## src/rtl/drp_pkg.sv

```systemverilog
package drp_pkg;
  // register byte offsets; software depends on these values
  localparam int OFS_CTRL   = 'h700;
  localparam int OFS_PERIOD = 'h704;
  localparam int OFS_TOTAL  = 'h708;
endpackage

```

## src/rtl/drp_regs.sv

```systemverilog
module drp_regs #(
  parameter int AW     = 12,
  parameter int DW     = 32,
  parameter int CNT_W  = 16,
  parameter int DCNT_W = 32
) (
  input  logic              clk,
  input  logic              rst_n,
  input  logic              wr,
  input  logic [AW-1:0]     waddr,
  input  logic [DW-1:0]     wdata,
  input  logic [AW-1:0]     raddr,
  output logic [DW-1:0]     rdata,
  input  logic [DCNT_W-1:0] total,
  output logic              arm,
  output logic [CNT_W-1:0]  period,
  output logic              touch
);
  import drp_pkg::*;

  localparam logic [AW-1:0] A_CTRL   = AW'(OFS_CTRL);
  localparam logic [AW-1:0] A_PERIOD = AW'(OFS_PERIOD);
  localparam logic [AW-1:0] A_TOTAL  = AW'(OFS_TOTAL);

  logic hit_ctrl, hit_period;

  assign hit_ctrl   = wr && (waddr == A_CTRL);
  assign hit_period = wr && (waddr == A_PERIOD);
  assign touch      = hit_ctrl || hit_period;

  always_ff @(posedge clk or negedge rst_n) begin
    if (!rst_n) begin
      arm    <= 1'b0;
      period <= '0;
    end else begin
      if (hit_ctrl)   arm    <= wdata[0];
      if (hit_period) period <= wdata[CNT_W-1:0];
    end
  end

  always_comb begin
    rdata = '0;
    case (raddr)
      A_CTRL:   rdata = DW'(arm);
      A_PERIOD: rdata = DW'(period);
      A_TOTAL:  rdata = DW'(total);
      default:  rdata = '0;
    endcase
  end
endmodule

```

## src/rtl/drp_sched.sv

```systemverilog
module drp_sched #(
  parameter int CNT_W  = 16,
  parameter int DCNT_W = 32
) (
  input  logic              clk,
  input  logic              rst_n,
  input  logic              arm,
  input  logic [CNT_W-1:0]  period,
  input  logic              touch,
  input  logic              take,
  input  logic              take_eop,
  output logic              discard,
  output logic [DCNT_W-1:0] total
);
  localparam logic [CNT_W-1:0] ONE = CNT_W'(1);

  logic             mid_q, keep_drop_q, pend_q;
  logic [CNT_W-1:0] num_q, num_eff;
  logic             active, hit;

  // a pending restart makes the next starting packet number one
  assign num_eff = pend_q ? ONE : num_q;
  assign active  = arm && (period != '0);
  assign hit     = active && (num_eff == period);
  assign discard = mid_q ? keep_drop_q : hit;

  always_ff @(posedge clk or negedge rst_n) begin
    if (!rst_n) begin
      mid_q       <= 1'b0;
      keep_drop_q <= 1'b0;
      pend_q      <= 1'b0;
      num_q       <= ONE;
      total       <= '0;
    end else begin
      if (take) begin
        if (!mid_q) begin
          keep_drop_q <= hit;
          mid_q       <= !take_eop;
          pend_q      <= 1'b0;
          num_q       <= (hit || !active) ? ONE : num_eff + ONE;
          if (hit) total <= total + DCNT_W'(1);
        end else if (take_eop) begin
          mid_q <= 1'b0;
        end
      end
      if (touch) pend_q <= 1'b1;
    end
  end
endmodule

```

## src/rtl/drp_gate.sv

```systemverilog
module drp_gate #(
  parameter int DATA_W = 64
) (
  input  logic              discard,
  input  logic              in_valid,
  output logic              in_ready,
  input  logic [DATA_W-1:0] in_data,
  input  logic              in_sop,
  input  logic              in_eop,
  output logic              out_valid,
  input  logic              out_ready,
  output logic [DATA_W-1:0] out_data,
  output logic              out_sop,
  output logic              out_eop,
  output logic              take,
  output logic              take_eop
);
  assign out_valid = in_valid && !discard;
  assign in_ready  = discard || out_ready;
  assign out_data  = in_data;
  assign out_sop   = in_sop;
  assign out_eop   = in_eop;
  assign take      = in_valid && in_ready;
  assign take_eop  = in_eop;
endmodule

```

## src/rtl/pkt_thinner.sv

```systemverilog
module pkt_thinner #(
  parameter int DATA_W = 64,
  parameter int CNT_W  = 16,
  parameter int REG_AW = 12,
  parameter int REG_DW = 32
) (
  input  logic              clk,
  input  logic              rst_n,
  input  logic              cfg_wr,
  input  logic [REG_AW-1:0] cfg_waddr,
  input  logic [REG_DW-1:0] cfg_wdata,
  input  logic [REG_AW-1:0] cfg_raddr,
  output logic [REG_DW-1:0] cfg_rdata,
  input  logic              in_valid,
  output logic              in_ready,
  input  logic [DATA_W-1:0] in_data,
  input  logic              in_sop,
  input  logic              in_eop,
  output logic              out_valid,
  input  logic              out_ready,
  output logic [DATA_W-1:0] out_data,
  output logic              out_sop,
  output logic              out_eop
);
  localparam int DCNT_W = REG_DW;

  logic              arm, touch, discard, take, take_eop;
  logic [CNT_W-1:0]  period;
  logic [DCNT_W-1:0] total;

  drp_regs #(.AW(REG_AW), .DW(REG_DW), .CNT_W(CNT_W), .DCNT_W(DCNT_W)) u_regs (
    .clk(clk), .rst_n(rst_n), .wr(cfg_wr), .waddr(cfg_waddr), .wdata(cfg_wdata),
    .raddr(cfg_raddr), .rdata(cfg_rdata), .total(total),
    .arm(arm), .period(period), .touch(touch)
  );

  drp_sched #(.CNT_W(CNT_W), .DCNT_W(DCNT_W)) u_sched (
    .clk(clk), .rst_n(rst_n), .arm(arm), .period(period), .touch(touch),
    .take(take), .take_eop(take_eop), .discard(discard), .total(total)
  );

  drp_gate #(.DATA_W(DATA_W)) u_gate (
    .discard(discard), .in_valid(in_valid), .in_ready(in_ready),
    .in_data(in_data), .in_sop(in_sop), .in_eop(in_eop),
    .out_valid(out_valid), .out_ready(out_ready), .out_data(out_data),
    .out_sop(out_sop), .out_eop(out_eop), .take(take), .take_eop(take_eop)
  );
endmodule

```

## config.mk

```make
export PLATFORM = sky130hd
export DESIGN_NAME = pkt_thinner
export DESIGN_NICKNAME = d
export VERILOG_FILES = /design/src/rtl/drp_pkg.sv /design/src/rtl/drp_regs.sv /design/src/rtl/drp_sched.sv /design/src/rtl/drp_gate.sv /design/src/rtl/pkt_thinner.sv
export SDC_FILE = /design/constraint.sdc
export NUM_CORES = 1
export LEC_CHECK = 0
export BUFFER_PORTS_ARGS = -buffer_cell sky130_fd_sc_hd__buf_2
export CELL_PAD_IN_SITES_DETAIL_PLACEMENT = 0
export CELL_PAD_IN_SITES_GLOBAL_PLACEMENT = 2
export CORE_ASPECT_RATIO = 1.25
export CORE_MARGIN = 1.5
export CORE_UTILIZATION = 25
export DETAILED_ROUTE_END_ITERATION = 8
export PLACE_DENSITY = 0.78
export SKIP_LAST_GASP = 1
export SYNTH_ARGS = -nofsm -noshare
export SYNTH_HDL_FRONTEND = slang
export SYNTH_SLANG_ARGS = --single-unit
```

## constraint.sdc

```tcl
create_clock -name clk -period 4 [get_ports clk]
set_input_delay 0.8 -clock clk [delete_from_list [all_inputs] [get_ports clk]]
set_output_delay 0.8 -clock clk [all_outputs]
set_load 0.1 [all_outputs]
```

; After elaboration in Yosys (flattened, before gate mapping)
; Index checks and enable logic that the tools add are counted.
[classes]
n_reduce_logical = 17
mux = 9
n_bitwise = 1
addsub = 2
eq_ne = 7
[ops]
columns = operator, count
row1 = $pmux 32 s3, 1
row2 = $eq 12x11->1 const B, 5
row3 = $add 32x1->32 const B, 1
row4 = $mux 16, 2
row5 = $add 16x1->16 const B, 1
row6 = $eq 16x16->1, 1
row7 = $reduce_bool 16->1, 1
row8 = $logic_and 1x1->1, 6
row9 = $mux 1, 6
row10 = $reduce_and 2->1, 2
row11 = $logic_not 1->1, 3
row12 = $logic_or 1x1->1, 3
row13 = $reduce_and 3->1, 1
row14 = $ne 2x2->1 const B, 1
row15 = $reduce_bool 2->1, 1
row16 = $not 1->1, 1
[word_totals]
input_bits = 127
out_inout_bits = 100
ff_bits = 68

; Longest topological paths before layout
; Gate-level depths: netlist of the first run.
[logic_depth]
ltp_word = 8
depth_mapped = 11
mapped_depth_nobuf = 8

; Modules after synthesis
; Synthesis of the first run repeated with hierarchy kept, for this count alone.
[hier_totals]
cells_unflattened = 516
hier_area_um2 = 4803.4
[by_module_without_submodules]
columns = module, area_each_um2, cells_per_inst, n_inst
row1 = drp_sched, 3183.1, 341, 1
row2 = drp_regs, 1094.8, 105, 1
row3 = drp_gate, 525.5, 70, 1

; Least setup slack after synthesis of the first run
; No wires, ideal clock.
[synth_timing]
path_kind = register to output
startpoint = register u_sched.num_q[11]
endpoint = output in_ready
path_stages_with_launch = 9
slack_ps = -2348
arrival_time_ps = 5548
t_required_ps = 3200
cell_sequence = dfrtp_1 -> or4_1 -> o22ai_1 -> o22ai_1 -> or4_1 -> buf_2 -> buf_6 -> buf_6 -> o311ai_0
[synth_via]
elab_chain_len = 5
[synth_lines]
columns = element, line
row1 = "start, declared", drp_sched.sv:18  ; logic [CNT_W-1:0] num_q, num_eff;
row2 = "start signal, assigned", drp_sched.sv:40  ; num_q <= (hit || !active) ? ONE : num_eff + ONE;
row3 = $mux 16, drp_sched.sv:22  ; assign num_eff = pend_q ? ONE : num_q;
row4 = $eq 16x16->1, drp_sched.sv:24  ; assign hit = active && (num_eff == period);
row5 = $logic_and 1x1->1, drp_sched.sv:24
row6 = $mux 1, --
row7 = $logic_or 1x1->1, drp_gate.sv:19  ; assign in_ready = discard || out_ready;
row8 = "end, declared", pkt_thinner.sv:15  ; output logic in_ready,
; No other way between the ends.

; Worst setup path in the final report of the first run
[layout_timing]
startpoint = register u_sched.num_q[11]
endpoint = output out_valid
[layout_via]
elab_chain_len = 6
[layout_lines]
columns = element, line
row1 = $mux 16, drp_sched.sv:22
row2 = $eq 16x16->1, drp_sched.sv:24
row3 = $logic_and 1x1->1, drp_sched.sv:24
row4 = $mux 1, --
row5 = $logic_not 1->1, drp_gate.sv:18  ; assign out_valid = in_valid && !discard;
row6 = $logic_and 1x1->1, drp_gate.sv:18
row7 = "end, declared", pkt_thinner.sv:19  ; output logic out_valid,
; No other way between the ends.

==> flow_metrics.py, run 1 <==
metrics = {
    "synthesis": {
        "syn_area_per_cell_sq_um": 9.17,
        "synth_edf_count": 0,
        "ys_async_sr_fraction_pct": 100,
        "synth.cell_area_sq_um": 4800,
        "ys.flop_type": "dfrtp_1",
        "syn_inst": 523,
        "yosys_warnings": 0,
        "synth_cell_type_count": 56,
        "synth.yosys.seq_area_share_pct": 35.5,
        "syn_nets": 652,
        "synth-seq-cells": 68,
    },
    "job": {
        "maxCapViolations": 0,
    },
    "worst_hold_path": {
        "min_from": "u_sched.total[31]$_DFFE_PN0P_",
        "hold_depth": 1,
        "min_to": "u_sched.total[31]$_DFFE_PN0P_",
        "hp-class": "reg -> reg",
    },
    "sta": {
        "hold_viol": 0,
        "slew_violations": 0,
        "tightest_slew_ps": 906,
        "fin_crit_ps": 3810,
        "clock.fmax_ghz": 0.262,
        "holdWs_ps": 460,
        "setup_ws_ps": 187,
        "setup_viol_count_final": 0,
        "rsz0062_at_grt": "false",
        "finalCritPeriodShare_pct": 95.3,
        "tns_ps": 0,
        "relSlewSlack_pct": 39.6,
        "skew_ps": 8.64,
    },
    "detailed_routing": {
        "vias": 3994,
        "ant_nets": 0,
        "first_pass_iters": 4,
        "drt_iter0_markers": 341,
        "vias_per_cell": 5.18,
        "drt-total-wl_um": 13500,
        "post_drt_wl_per_cell_um": 17.5,
        "post-route-drc-count": 0,
    },
    "global_route": {
        "antenna_found_initial": 1,
        "grt_pass1_vias": 4030,
        "globalRouteTotalUtil_pct": 13.7,
        "gr-total-overflow": 0,
        "grt_max_degree": 69,
        "grt_pass1_wl_um": 21500,
    },
    "clock_tree": {
        "cts_tree": "built",
        "post_cts_buffers": 0,
        "htreeDepth": 3,
        "clock_path_buffers": 2,
        "postCtsHoldBufs": 0,
        "clk_pin_slew_ps": 60,
        "root_buffer": "clkbuf_16",
        "cts_buffers": 9,
        "cts_resized": 0,
        "clock-sinks": 68,
        "clk_latency_ps": 330,
    },
    "layout": {
        "fin_nets": 663,
        "drive_above_1_share_pct": 27.3,
        "syn_to_final_growth_pct": 20.0,
        "instances_no_fill": 771,
        "diodes": 0,
        "stdcell_area_sq_um": 5750,
        "fill_cells": 1946,
    },
    "power": {
        "swShare_pct": 22.7,
        "comb_power_share_pct": 5.2,
        "max-vdd-ir-drop_mv": 0.149,
        "internal_power_mw": 1.22,
        "p_seq_share_pct": 44.2,
        "switchingPower_uw": 357,
        "power.density_nw_per_um2": 273,
        "leakagePower_nw": 2.51,
        "p_clk_share_pct": 50.6,
    },
    "worst_setup_path": {
        "critPathTopFamily": "simple AND/OR/NAND/NOR gates",
        "critical_path_required_ps": 3200,
        "path_class": "reg -> out",
        "r2r_start": "u_sched.num_q[11]$_DFFE_PN0P_",
        "crit_path_frequent_cell": "o22ai_1",
        "worstSetupStartpoint": "u_sched.num_q[11]$_DFFE_PN0P_",
        "ff2ff_setup_slack_ps": 760,
        "reg2reg_to": "u_sched.num_q[4]$_DFFE_PN0P_",
        "critPathLaunchType": "flop",
        "cp_num_buf_inv": 1,
        "cp_max_fo": 8,
        "worstRegToRegCells": 7,
        "cpPeakStageDelay_ps": 780,
        "cp_data_arrival_time_ps": 3010,
        "cp-end-kind": "output port",
        "cp_cell_sequence": "or4_1, o22ai_1, o22ai_1, or4_2, o311a_1, buf_2",
        "slowest_stage": "or4_2",
    },
    "place": {
        "hpwlAfterDp_um": 9970,
        "place_area_sq_um": 5460,
        "place_ws_ps": 520,
        "gp_congestion": 0.862,
        "place_inst": 755,
        "portBuffers": 80,
    },
    "floorplan": {
        "die_w_um": 127,
        "ioPinCount": 227,
        "fp.dieArea_sq_um": 20000,
        "die_h_um": 158,
        "initial_core_util_pct": 25.5,
        "coreArea_sq_um": 18800,
        "rows": 56,
    },
    "outcome": {
        "run_status": "completed",
    },
}
## registers in the layout, indices dropped and copies added (netlist names)
| name | flops |
|---|---|
| u_sched.num_q | 16 |
| u_regs.arm | 1 |
| u_sched.total | 32 |
| u_sched.pend_q | 1 |
| u_sched.mid_q | 1 |
| u_sched.keep_drop_q | 1 |
| u_regs.period | 16 |
## power by group through the flow
stage / Combinational [mW] / Clock, mW / Sequential [mW]
6_report: 0.0811 / 0.796 / 0.696
5_1_grt: 0.0907 / 0.842 / 0.696
3_3_place_gp: 0.0823 / 0 / 0.708
3_5_place_dp: 0.0838 / 0 / 0.708
2_1_floorplan: 0.341 / 0 / 0.707
4_1_cts: 0.0840 / 0.813 / 0.696
## kinds of logic (layout without fill, tap and decap cells)
family                   count (synthesis)  after routing  synth area share (%)
AO/OA/AOI/OAI                           62             62                  9.78
XOR/XNOR                                40             40                  7.31
adder cells (fa/ha/maj)                  2              2                 0.522
buffers and inverters                  111            127                  14.5
flip-flops                              68             68                  35.5
multiplexers                            20             20                  4.67
AND/OR/NAND/NOR                        220            220                  27.8
## cell usage after synthesis (all sizes together), types with 3 or more instances
master / number / area share [%]
buf: 75 / 12
dfrtp: 67 / 35
xor2: 32 / 5.8
nor3: 31 / 3.4
nand2: 30 / 2.3
nand3: 27 / 2.8
nor4: 21 / 4.4
and2: 20 / 2.6
nand4: 20 / 2.6
nor2: 20 / 1.6
inv: 19 / 1.5
mux2: 19 / 4.5
clkbuf: 17 / 1.3
a22o: 15 / 2.7
o21ai: 11 / 1.1
xnor2: 8 / 1.5
nor2b: 7 / 0.91
o211ai: 7 / 1.1
or4: 7 / 1.1
and3: 5 / 0.65
o22ai: 5 / 0.65
or2: 5 / 0.65
and4: 4 / 0.73
nand2b: 4 / 0.52
nand3b: 4 / 0.63
nor4b: 4 / 0.73
o221ai: 4 / 0.73
a211oi: 3 / 0.47
## cell type report
| class | instances | area (sq um) | area share (%) |
|---|---|---|---|
| multi-input cells | 344 | 2420 | 42.1 |
| flip-flops and latches | 68 | 1700 | 29.6 |
| repair buffers | 92 | 971 | 16.9 |
| well taps | 232 | 290 | 5.04 |
| clock buffers | 11 | 243 | 4.22 |
| inverters | 19 | 71.3 | 1.24 |
| clock inverters | 5 | 52.6 | 0.913 |
## layer usage
layer / vias to the layer above / GRT usage [%] / part of all wire (%)
li1: 1843 / - / -
met2: 190 / 24.3 / 51
met3: 38 / 2.91 / 6.0
met1: 1923 / 16.1 / 41
met4: 0 / 5.84 / 2.4
met5: - / 0 / 0
## worst max-delay path by stage
stage	to	slack (ps)	cells after the start
floorplan	in_ready	280	8
detailed placement	out_valid	520	6
global route	out_valid	100	6
finish	out_valid	190	6
global placement	out_valid	540	6
CTS	out_valid	160	6
## per-stage QoR
step | util [%] | power, mW
2_1_floorplan | - | 1.05
3_3_place_gp | 29.1 | 0.790
3_5_place_dp | 29.1 | 0.792
4_1_cts | 30.6 | 1.59
5_1_grt | 30.6 | 1.63
6_report | 30.6 | 1.57
## layout by cell type, fill, tap and decap left out, types with 7 or more instances in the layout
cell and instances:
nand3_1 27, xor2_1 32, and2_1 20, mux2_2 19, nand4_1 20, inv_1 19
buf_12 32, o211ai_1 7, nor4_2 8, buf_2 48, nor4_1 11, clkbuf_16 9
nor3_1 29, a22o_1 15, xnor2_1 8, nor2_1 20, o21ai_0 10, dfrtp_1 67
buf_4 12, nand2_1 30, nor2b_1 7
No activity file was read; power rests on OpenSTA's default activity.
==> inputs of run 2 (changes only) <==
Settings changed: SETUP_SLACK_MARGIN set to 0.3.
==> flow_metrics.py, run 2 (synthesis results as in run 1) <==
metrics = {
    "outcome": {
        "run_status": "completed",
    },
    "worst_setup_path": {
        "crit_path_frequent_cell": "o22ai_1",
        "cp_max_fo": 13,
        "path_class": "reg -> out",
        "worstSetupStartpoint": "u_sched.pend_q$_DFFE_PN0P_",
        "r2r_start": "u_sched.pend_q$_DFFE_PN0P_",
        "cp-end-kind": "output port",
        "cpPeakStageDelay_ps": 560,
        "reg2reg_to": "u_sched.num_q[0]$_DFFE_PN1P_",
        "cp_data_arrival_time_ps": 2780,
        "cp_num_buf_inv": 1,
        "critPathLaunchType": "flop",
        "critPathTopFamily": "simple AND/OR/NAND/NOR gates",
        "slowest_stage": "or4_4",
        "worstRegToRegCells": 8,
        "critical_path_required_ps": 3200,
        "ff2ff_setup_slack_ps": 910,
        "cp_cell_sequence": "or4_1, o22ai_1, o22ai_1, or4_4, o311ai_4, buf_12",
    },
    "place": {
        "place_inst": 756,
        "place_area_sq_um": 5470,
        "portBuffers": 80,
        "hpwlAfterDp_um": 10200,
        "gp_congestion": 0.864,
        "place_ws_ps": 398,
    },
    "layout": {
        "diodes": 0,
        "fill_cells": 1921,
        "syn_to_final_growth_pct": 21.7,
        "fin_nets": 668,
        "final_cell_mix": "66 x dfrtp_1, 47 x buf_2, 32 x xor2_1, 32 x buf_12, 30 x nand2_1",
        "instances_no_fill": 775,
        "drive_above_1_share_pct": 28.4,
        "regMostFlops": "u_sched.total",
        "post-route-util_pct": 31.1,
        "stdcell_area_sq_um": 5830,
        "reg_top3": "u_sched.total (32), u_regs.period (16), u_sched.num_q (16)",
        "largest_reg_flops": 32,
        "layout_commonest_cell": "dfrtp_1",
    },
    "power": {
        "p_total_mw": 1.65,
        "p_clk_share_pct": 52.8,
        "power.density_nw_per_um2": 283,
        "p_seq_share_pct": 42.2,
        "internal_power_mw": 1.30,
        "max-vdd-ir-drop_mv": 0.208,
        "comb_power_share_pct": 5.0,
        "swShare_pct": 21.5,
        "leakagePower_nw": 2.55,
        "switchingPower_uw": 354,
    },
    "floorplan": {
        "rows": 56,
        "die_w_um": 127,
        "fp.dieArea_sq_um": 20000,
        "die_h_um": 158,
        "coreArea_sq_um": 18800,
        "initial_core_util_pct": 25.5,
        "ioPinCount": 227,
    },
    "sta": {
        "tightest_slew_ps": 674,
        "setup_viol_count_final": 0,
        "holdWs_ps": 452,
        "setup_ws_ps": 420,
        "clock.fmax_ghz": 0.279,
        "fin_crit_ps": 3580,
        "tns_ps": 0,
        "skew_ps": 7.99,
        "slew_violations": 0,
        "finalCritPeriodShare_pct": 89.5,
        "relSlewSlack_pct": 54.9,
        "rsz0062_at_grt": "false",
        "hold_viol": 0,
    },
    "clock_tree": {
        "root_buffer": "clkbuf_16",
        "clock-sinks": 68,
        "postCtsHoldBufs": 0,
        "htreeDepth": 3,
        "cts_buffers": 9,
        "clk_latency_ps": 340,
        "clk_pin_slew_ps": 50,
        "clock_path_buffers": 2,
        "cts_tree": "built",
    },
    "job": {
        "maxCapViolations": 0,
    },
    "global_route": {
        "globalRouteTotalUtil_pct": 13.6,
        "grt_pass1_vias": 4023,
        "grt_pass1_wl_um": 21200,
        "gr-total-overflow": 0,
        "grt_max_degree": 49,
        "antenna_found_initial": 1,
    },
    "detailed_routing": {
        "post-route-drc-count": 0,
        "drt-total-wl_um": 13500,
        "vias": 3945,
        "vias_per_cell": 5.09,
        "drt_iter0_markers": 237,
        "ant_nets": 0,
        "first_pass_iters": 4,
        "post_drt_wl_per_cell_um": 17.4,
    },
    "worst_hold_path": {
        "hp-class": "in -> async",
    },
}
==> run 2: final cells by class <==
| class | count | area [sq um] | area share (%) |
|---|---|---|---|
| Clock buffer | 11 | 253 | 4.33 |
| Clock inverter | 4 | 72.6 | 1.24 |
| Inverter | 19 | 71.3 | 1.22 |
| Multi-Input combinational cell | 344 | 2430 | 41.7 |
| Sequential cell | 68 | 1700 | 29.2 |
| Tap cell | 232 | 290 | 4.98 |
| Timing Repair Buffer | 97 | 1010 | 17.3 |
==> run 2: worst max path at each step <==
stage                     slack (ps)  depth (start not counted)   endpoint
final                            420                          6   in_ready
after global routing             340                          6  out_valid
after CTS                        360                          6   in_ready
after detailed placement         400                          6  out_valid
after global placement           390                          6  out_valid
after floorplan                  280                          8   in_ready
==> run 2: repair_timing <==
| action | 4_1_cts | 5_1_grt |
|---|---|---|
| setup endpoints to repair | 2 | 2 |
| pin swaps | 0 | 0 |
| gates resized for setup | 3 | 0 |
| buffers inserted | 0 | 4 |
| cloned | 0 | 0 |
==> run 2: layer usage <==
metal	track usage [%]	up-vias	wire (um)
li1	-	1856	-
met1	16.1	1911	5600
met2	23.8	146	6890
met3	2.74	32	723
met4	6.39	0	282
met5	0	-	0
==> run 2: power groups by stage <==
stage	registers, mW	clock network [mW]	logic [mW]
floorplan	0.707	0	0.341
global placement	0.708	0	0.0818
detailed placement	0.708	0	0.0836
CTS	0.696	0.890	0.0842
global route	0.696	0.924	0.0909
finish	0.696	0.871	0.0819
==> inputs of run 3 (changes only) <==
Settings changed: CTS_CLUSTER_DIAMETER set to 40.
Clock period 4 ns to 4.56 ns, I/O delays scaled along.
==> flow_metrics.py, run 3 (synthesis results as in run 1) <==
metrics = {
    "layout": {
        "reg_top3": "u_sched.total (32), u_regs.period (16), u_sched.num_q (16)",
        "final_cell_mix": "67 x dfrtp_1, 64 x buf_2, 32 x xor2_1, 30 x nand2_1, 29 x nor3_1",
        "largest_reg_flops": 32,
        "fin_nets": 660,
        "diodes": 0,
        "syn_to_final_growth_pct": 14.2,
        "regMostFlops": "u_sched.total",
        "layout_commonest_cell": "dfrtp_1",
        "instances_no_fill": 768,
        "drive_above_1_share_pct": 26.5,
    },
    "clock_tree": {
        "clk_pin_slew_ps": 50,
        "post_cts_buffers": 0,
        "clock_path_buffers": 2,
        "postCtsHoldBufs": 0,
        "cts_resized": 0,
        "clk_latency_ps": 340,
        "cts_tree": "built",
        "root_buffer": "clkbuf_16",
        "htreeDepth": 3,
        "clock-sinks": 68,
        "cts_buffers": 9,
    },
    "detailed_routing": {
        "post_drt_wl_per_cell_um": 17.5,
        "post-route-drc-count": 0,
        "drt-total-wl_um": 13400,
        "vias": 3964,
        "ant_nets": 0,
        "vias_per_cell": 5.16,
        "first_pass_iters": 4,
        "drt_iter0_markers": 318,
    },
    "worst_hold_path": {
        "min_to": "u_sched.total[31]$_DFFE_PN0P_",
        "hp-class": "reg -> reg",
        "min_from": "u_sched.total[31]$_DFFE_PN0P_",
        "hold_depth": 1,
    },
    "global_route": {
        "grt_busiest_layer": "met2",
        "use_met2_pct": 23.4,
        "gr-total-overflow": 0,
        "grt_pass1_wl_um": 21400,
        "grt.met1_usage_pct": 16.1,
        "grt_util_met3_pct": 3.11,
        "grt_pass1_vias": 3975,
        "grt_max_degree": 49,
        "globalRouteTotalUtil_pct": 13.8,
        "antenna_found_initial": 0,
    },
    "place": {
        "hpwlAfterDp_um": 10100,
        "place_inst": 752,
        "gp_congestion": 0.798,
        "portBuffers": 80,
    },
    "worst_setup_path": {
        "reg2reg_to": "u_sched.num_q[0]$_DFFE_PN1P_",
        "ff2ff_setup_slack_ps": 1230,
        "cp_data_arrival_time_ps": 3080,
        "path_class": "reg -> out",
        "r2r_start": "u_sched.pend_q$_DFFE_PN0P_",
        "crit_path_frequent_cell": "o22ai_1",
        "worstRegToRegCells": 8,
        "slowest_stage": "or4_2",
        "cpPeakStageDelay_ps": 790,
        "cp_max_fo": 9,
        "cp-end-kind": "output port",
        "cp_cell_sequence": "or4_1, o22ai_1, o22ai_1, or4_2, o311a_1, buf_2",
        "critical_path_required_ps": 3650,
        "critPathLaunchType": "flop",
    },
    "sta": {
        "relSlewSlack_pct": 42.8,
        "finalCritPeriodShare_pct": 87.5,
        "skew_ps": 6.53,
        "hold_viol": 0,
        "clock.fmax_ghz": 0.251,
        "rsz0062_at_grt": "false",
        "tightest_slew_ps": 859,
        "slew_violations": 0,
        "setup_viol_count_final": 0,
        "tns_ps": 0,
        "fin_crit_ps": 3990,
    },
    "floorplan": {
        "initial_core_util_pct": 25.5,
        "die_w_um": 127,
        "die_h_um": 158,
        "fp.dieArea_sq_um": 20000,
        "coreArea_sq_um": 18800,
        "rows": 56,
        "ioPinCount": 227,
    },
    "power": {
        "power.density_nw_per_um2": 246,
        "leakagePower_nw": 2.44,
        "max-vdd-ir-drop_mv": 0.126,
    },
    "job": {
        "maxCapViolations": 0,
    },
    "outcome": {
        "run_status": "completed",
    },
}
run 3: per-stage QoR:
stage | power, mW | worst slack [ps] | hold slack [ps] | instance area (sq um) | utilization, %
2_1_floorplan | 0.919 | 724 | 434 | 4810 | -
3_3_place_gp | 0.692 | 964 | 448 | 5200 | 27.7
3_5_place_dp | 0.694 | 957 | 462 | 5200 | 27.7
4_1_cts | 1.37 | 558 | 469 | 5480 | 29.2
5_1_grt | 1.40 | 375 | 486 | 5480 | 29.2
6_report | 1.35 | 569 | 467 | 5480 | 29.2
run 3: worst max-delay path, delay by kind of cell, from the launching register on:
family / cells / cell delay, ps
AOI/OAI and AO/OA: 3 / 630
buffers and inverters: 1 / 290
DFF: 1 / 460
and+or+nand+nor: 2 / 1340
run 3: worst max-delay path by stage:
stage / startpoint / to / slack, ps / depth (start not counted)
3_5_place_dp: u_sched.pend_q$_DFFE_PN0P_ / out_valid / 960 / 6
3_3_place_gp: u_sched.pend_q$_DFFE_PN0P_ / out_valid / 960 / 7
6_report: u_sched.pend_q$_DFFE_PN0P_ / out_valid / 570 / 6
5_1_grt: u_sched.pend_q$_DFFE_PN0P_ / out_valid / 380 / 7
4_1_cts: u_sched.num_q[11]$_DFFE_PN0P_ / out_valid / 560 / 6
2_1_floorplan: u_sched.num_q[11]$_DFFE_PN0P_ / in_ready / 720 / 8
run 3: final cells by class:
| cell class | count | area (sq um) |
|---|---|---|
| Clock inverter | 1 | 5.00 |
| Clock buffer | 15 | 278 |
| Inverter | 19 | 71.3 |
| Timing Repair Buffer | 89 | 708 |
| Tap cell | 232 | 290 |
| Multi-Input combinational cell | 344 | 2420 |
| Fill cell | 1972 | 13300 |
| Sequential cell | 68 | 1700 |
run 3: per-layer routing:
layer  up-vias  routed length (um)
met2       158                6700
met1      1928                5530
met3        41                 780
met4         0                 413
met5         -                   0
li1       1837                   -
run 3: where the power goes:
group	internal (mW)	total (mW)	switching (mW)
sequential	0.606	0.611	0.00448
clock	0.412	0.664	0.252
combinational	0.0246	0.0709	0.0462
